$ cat config.mk
export PLATFORM = sky130hd
export DESIGN_NAME = dual_set_filter_reg
export DESIGN_NICKNAME = d
export VERILOG_FILES = /design/src/rtl/dr_pkg.sv /design/src/rtl/dr_func.sv /design/src/rtl/dr_reg.sv /design/src/rtl/dual_set_filter_reg.sv
export SDC_FILE = /design/constraint.sdc
export NUM_CORES = 1
export LEC_CHECK = 0
export CAP_MARGIN = 20
export CELL_PAD_IN_SITES_DETAIL_PLACEMENT = 0
export CELL_PAD_IN_SITES_GLOBAL_PLACEMENT = 2
export CORE_MARGIN = 1.5
export CORE_UTILIZATION = 28
export DETAILED_ROUTE_END_ITERATION = 8
export PLACE_DENSITY_LB_ADDON = 0.3
export SYNTH_ARGS = -nofsm -noshare
export SYNTH_HDL_FRONTEND = slang
export SYNTH_SLANG_ARGS = --single-unit
$ cat constraint.sdc
create_clock -name clk -period 2.4 [get_ports clk]
set_input_delay 0.36 -clock clk [delete_from_list [all_inputs] [get_ports clk]]
set_output_delay 0.36 -clock clk [all_outputs]
set_load 0.01 [all_outputs]
$ cat src/rtl/dr_pkg.sv
package dr_pkg;

    localparam int DEF_WIDTH = 8;

    // Per-bit commit decision, evaluated separately for each copy.
    function automatic logic bit_commit(input logic ena, input logic enb,
                                        input logic xa, input logic xb);
        return ena & enb & ~(xa ^ xb);
    endfunction

    // Disagreement seen at a capture edge for a whole word.
    function automatic logic word_event(input logic ena, input logic enb,
                                        input logic any_diff);
        return (ena ^ enb) | ((ena | enb) & any_diff);
    endfunction

endpackage

$ cat src/rtl/dr_func.sv
module dr_func #(
    parameter int WIDTH = 8
) (
    input  logic [WIDTH-1:0] x,
    output logic [WIDTH-1:0] y
);
    // One copy of the user function: x xor x rotated left by one.
    always_comb y = x ^ {x[WIDTH-2:0], x[WIDTH-1]};
endmodule

$ cat src/rtl/dr_reg.sv
module dr_reg
    import dr_pkg::*;
#(
    parameter int WIDTH = 8
) (
    input  logic             clk,
    input  logic             rst,
    input  logic             en_a,
    input  logic             en_b,
    input  logic [WIDTH-1:0] d_a,
    input  logic [WIDTH-1:0] d_b,
    output logic [WIDTH-1:0] q_a,
    output logic [WIDTH-1:0] q_b,
    output logic             evt
);
    logic [WIDTH-1:0] diff;

    always_comb diff = d_a ^ d_b;
    always_comb evt  = word_event(en_a, en_b, |diff);

    for (genvar i = 0; i < WIDTH; i++) begin : g_bit
        // Master side: next value per copy, each with its own gate.
        logic load_a, load_b;
        logic nxt_a, nxt_b;

        always_comb begin
            load_a = bit_commit(en_a, en_b, d_a[i], d_b[i]);
            nxt_a  = load_a ? d_a[i] : q_a[i];
        end

        always_comb begin
            load_b = bit_commit(en_b, en_a, d_b[i], d_a[i]);
            nxt_b  = load_b ? d_b[i] : q_b[i];
        end

        // Slave side: separate storage per copy.
        always_ff @(posedge clk) begin
            if (rst) q_a[i] <= 1'b0;
            else     q_a[i] <= nxt_a;
        end

        always_ff @(posedge clk) begin
            if (rst) q_b[i] <= 1'b0;
            else     q_b[i] <= nxt_b;
        end
    end
endmodule

$ cat src/rtl/dual_set_filter_reg.sv
module dual_set_filter_reg
    import dr_pkg::*;
#(
    parameter int WIDTH = DEF_WIDTH
) (
    input  logic             clk,
    input  logic             rst,
    input  logic             en_a,
    input  logic             en_b,
    input  logic             flag_clr,
    input  logic [WIDTH-1:0] din_a,
    input  logic [WIDTH-1:0] din_b,
    output logic [WIDTH-1:0] stage1_a,
    output logic [WIDTH-1:0] stage1_b,
    output logic [WIDTH-1:0] dout_a,
    output logic [WIDTH-1:0] dout_b,
    output logic             mismatch_flag
);
    logic [WIDTH-1:0] fn_a, fn_b;
    logic             evt1, evt2;

    dr_reg #(.WIDTH(WIDTH)) u_stage1 (
        .clk(clk), .rst(rst), .en_a(en_a), .en_b(en_b),
        .d_a(din_a), .d_b(din_b),
        .q_a(stage1_a), .q_b(stage1_b), .evt(evt1)
    );

    // Two independent copies of the combinational stage.
    dr_func #(.WIDTH(WIDTH)) u_func_a (.x(stage1_a), .y(fn_a));
    dr_func #(.WIDTH(WIDTH)) u_func_b (.x(stage1_b), .y(fn_b));

    dr_reg #(.WIDTH(WIDTH)) u_stage2 (
        .clk(clk), .rst(rst), .en_a(en_a), .en_b(en_b),
        .d_a(fn_a), .d_b(fn_b),
        .q_a(dout_a), .q_b(dout_b), .evt(evt2)
    );

    always_ff @(posedge clk) begin
        if (rst) mismatch_flag <= 1'b0;
        else     mismatch_flag <= (mismatch_flag & ~flag_clr) | evt1 | evt2;
    end
endmodule

==> key figures <==
Worst setup path
  • Crit Path Class: input port to flop
  • Crit path max fanout: 2
  • Slowest CP cell: clkdlybuf4s50_1
  • Buffers & Inverters on Critical Path: 2
  • Startpoint types: input port
  • CP endpoint kind: flop
  • Crit path cell chain: clkdlybuf4s50_1 > inv_1 > ha_1 > a21oi_1 > nand3_1 > a2111oi_2 > a221oi_1
  • Req. time, crit path: 2550 ps
  • Max stage delay on crit path: 500 ps
  • Family with the most delay on the worst path: compound AO/OA/AOI/OAI gates
  • Worst EP arrival: 1880 ps

CTS
  • Cts hold-fix bufs: 0
  • Root Buffer: clkbuf_8
  • TritonCTS buffer count: 5
  • CTS Buffer Depth: 2
  • # H-tree levels: 2
  • Worst-Skew Late Latency: 280 ps
  • Post-cts sizing count: 0
  • CTS tree: done
  • Clock sink count: 33
  • Worst-path clk slew: 70 ps
  • # Post-CTS Setup Buffers: 0

Cells and area
  • # diodes: 0
  • Fillers: 585
  • Layout area overhead: 43.9%
  • Final Instance Area: 2330 um2
  • Fin nets: 269
  • Share of layout cells above drive strength 1: 0.0407

Power and ir drop
  • Peak VDD IR: 0.000194 V
  • P per Cell Area: 585 nW/um2
  • Lkg Pwr: 0.804 nW

Timing
  • RSZ-0062 raised after global routing: false
  • Pins Over Slew Limit: 0
  • Skew final: 6.90 ps
  • Period utilization: 0.722
  • Max Fclk: 577 MHz
  • Slew Limit Headroom: 0.738
  • Worst-margin pin slew: 390 ps
  • Setup TNS: 0 ps
  • Final Critical Period: 1730 ps
  • Final Hold Vio Count: 0
  • Setup violators final: 0

Yosys
  • Netlist Area Pre-Place: 1620 um2
  • Syn_area_per_cell: 8.61 um2
  • Number of flops mapped to enable cells by yosys: 0
  • Synth unique cells: 22
  • Synth warnings: 0
  • Synthesized flop and latch total: 33
  • Syn_nets: 211
  • Ys flop type: dfxtp_1
  • Syn Inst Count: 188
  • Asr flop ratio synth: 0
  • Post-synthesis sequential area ratio: 0.408

Die
  • Initial Util: 0.292
  • Chip Height: 79.0 um
  • Core Region: 5540 um2
  • Die area: 6250 um2
  • # rows: 27
  • DIE WIDTH: 79.0 um
  • I/O Pins: 54

Min path
  • HP Class: flop to flop

Global route
  • Global route overflow: 0
  • First-pass GRT wire length: 6400 um
  • Gr usage total: 0.132
  • Largest net degree at the start of global routing: 27
  • Initial antenna violation count: 0
  • Vias in the first global route: 1368

Placement
  • Port bufs: 53
  • Post-DP Area: 2240 um2
  • Detailed-placement wirelength estimate: 2860 um
  • Gp weighted congestion: 0.721

Routing
  • Top Layer Used: met4
  • Drt drc: 0
  • Drt total wl: 3850 um
  • 1st-pass router iterations: 4
  • Metal-1 WL: 1860 um
  • Met2 wire len: 1720 um
  • Met3 routed WL: 211 um
  • Starting DRT DRC Count: 33
  • Via count: 1436
  • Antenna Nets Post-Route: 0
  • Vias per cell: 4.52
  • DR WL/cell: 12.1 um

Status
  • Outcome: finished clean

Flow run
  • Max-capacitance violation count: 0
-- sequential cells by signal (all words and copies together), names as in the netlist --
signal	flops
u_stage2.q_b	8
u_stage1.q_b	8
u_stage2.q_a	8
mismatch_flag	1
u_stage1.q_a	8
-- placed cells by master (no fill, tap or decap), types with 2 or more instances in the layout --
master           count
clkdlybuf4s50_1     53
ha_1                 2
clkbuf_8             6
xnor2_1             24
o21ai_0             16
dfxtp_1             33
and2_1              14
nand2_1             17
inv_1                4
xor2_1               7
a21oi_1             28
o21a_1              15
nor2_1               5
nand2b_1             8
buf_4                3
nand3_1              2
-- where the power goes --
group	total, mW	internal, mW	switching [mW]
sequential	0.625	0.587	0.0379
combinational	0.320	0.182	0.138
clock	0.418	0.227	0.191
total	1.36	0.997	0.367
-- area by class of cell --
type | instances | area [um2] | share of cell area
multi-input combinational | 146 | 925 | 0.397
tap | 72 | 90.1 | 0.0387
clock buffer | 7 | 86.3 | 0.0371
timing repair buffer | 56 | 553 | 0.237
sequential | 33 | 661 | 0.284
inverter | 4 | 15.0 | 0.00644
-- logic make-up after synthesis --
kind of cell             Yosys count  synth area share
multiplexers                       1           0.00618
buffers and inverters              9            0.0209
flip-flops                        33             0.408
XOR/XNOR                          31             0.168
AND/OR/NAND/NOR                   51             0.162
adder cells (fa/ha/maj)            2            0.0155
AO/OA/AOI/OAI                     61             0.220
-- final timing paths --
path | startpoint | end | slack (ps) | cells past startpoint
setup / recovery | en_a | mismatch_flag | 670 | 7
hold / removal | u_stage2.q_a[4] | u_stage2.q_a[4] | 470 | 1
setup reg to reg | u_stage1.q_b[7] | mismatch_flag | 750 | 4
hold reg to reg | u_stage2.q_a[4] | u_stage2.q_a[4] | 470 | 1
-- metal layers --
layer,vias to the layer above,track usage
li1,753,-
met1,642,0.170
met2,36,0.209
met3,5,0.0414
met4,0,0.0421
met5,-,0
-- synthesized netlist by cell type (2+ instances only) --
library cell  count  area [um2]
xnor2_1          24         210
ha_1              2        25.0
a21oi_1          28         140
o21ai_0          16        80.1
nor2_1            5        18.8
nand2b_1          8        50.1
xor2_1            7        61.3
dfxtp_1          33         661
and2_1           14        87.6
o21a_1           15         113
nand3_1           2        10.0
inv_1             4        15.0
nand2_1          17        63.8
clkbuf_1          5        18.8
-- worst reg2reg max path: cells and delay by family (launching register included) --
| kind | cells | cell delay [ps] |
|---|---|---|
| AOI/OAI and AO/OA | 2 | 480 |
| DFF | 1 | 470 |
| xor gates and xnor gates | 1 | 170 |
| and+or+nand+nor | 1 | 410 |
-- through the flow --
| stage | setup WS [ps] | instances | power [mW] | utilization | hold WS [ps] |
|---|---|---|---|---|---|
| 2_1_floorplan | 830 | 188 | 0.806 | - | 509 |
| 3_3_place_gp | 392 | 311 | 0.962 | 0.405 | 450 |
| 3_5_place_dp | 359 | 311 | 0.963 | 0.405 | 456 |
| 4_1_cts | 643 | 318 | 1.39 | 0.421 | 472 |
| 5_1_grt | 487 | 318 | 1.45 | 0.421 | 491 |
| 6_report | 668 | 318 | 1.36 | 0.421 | 466 |
No activity file was read; power rests on OpenSTA's default activity.
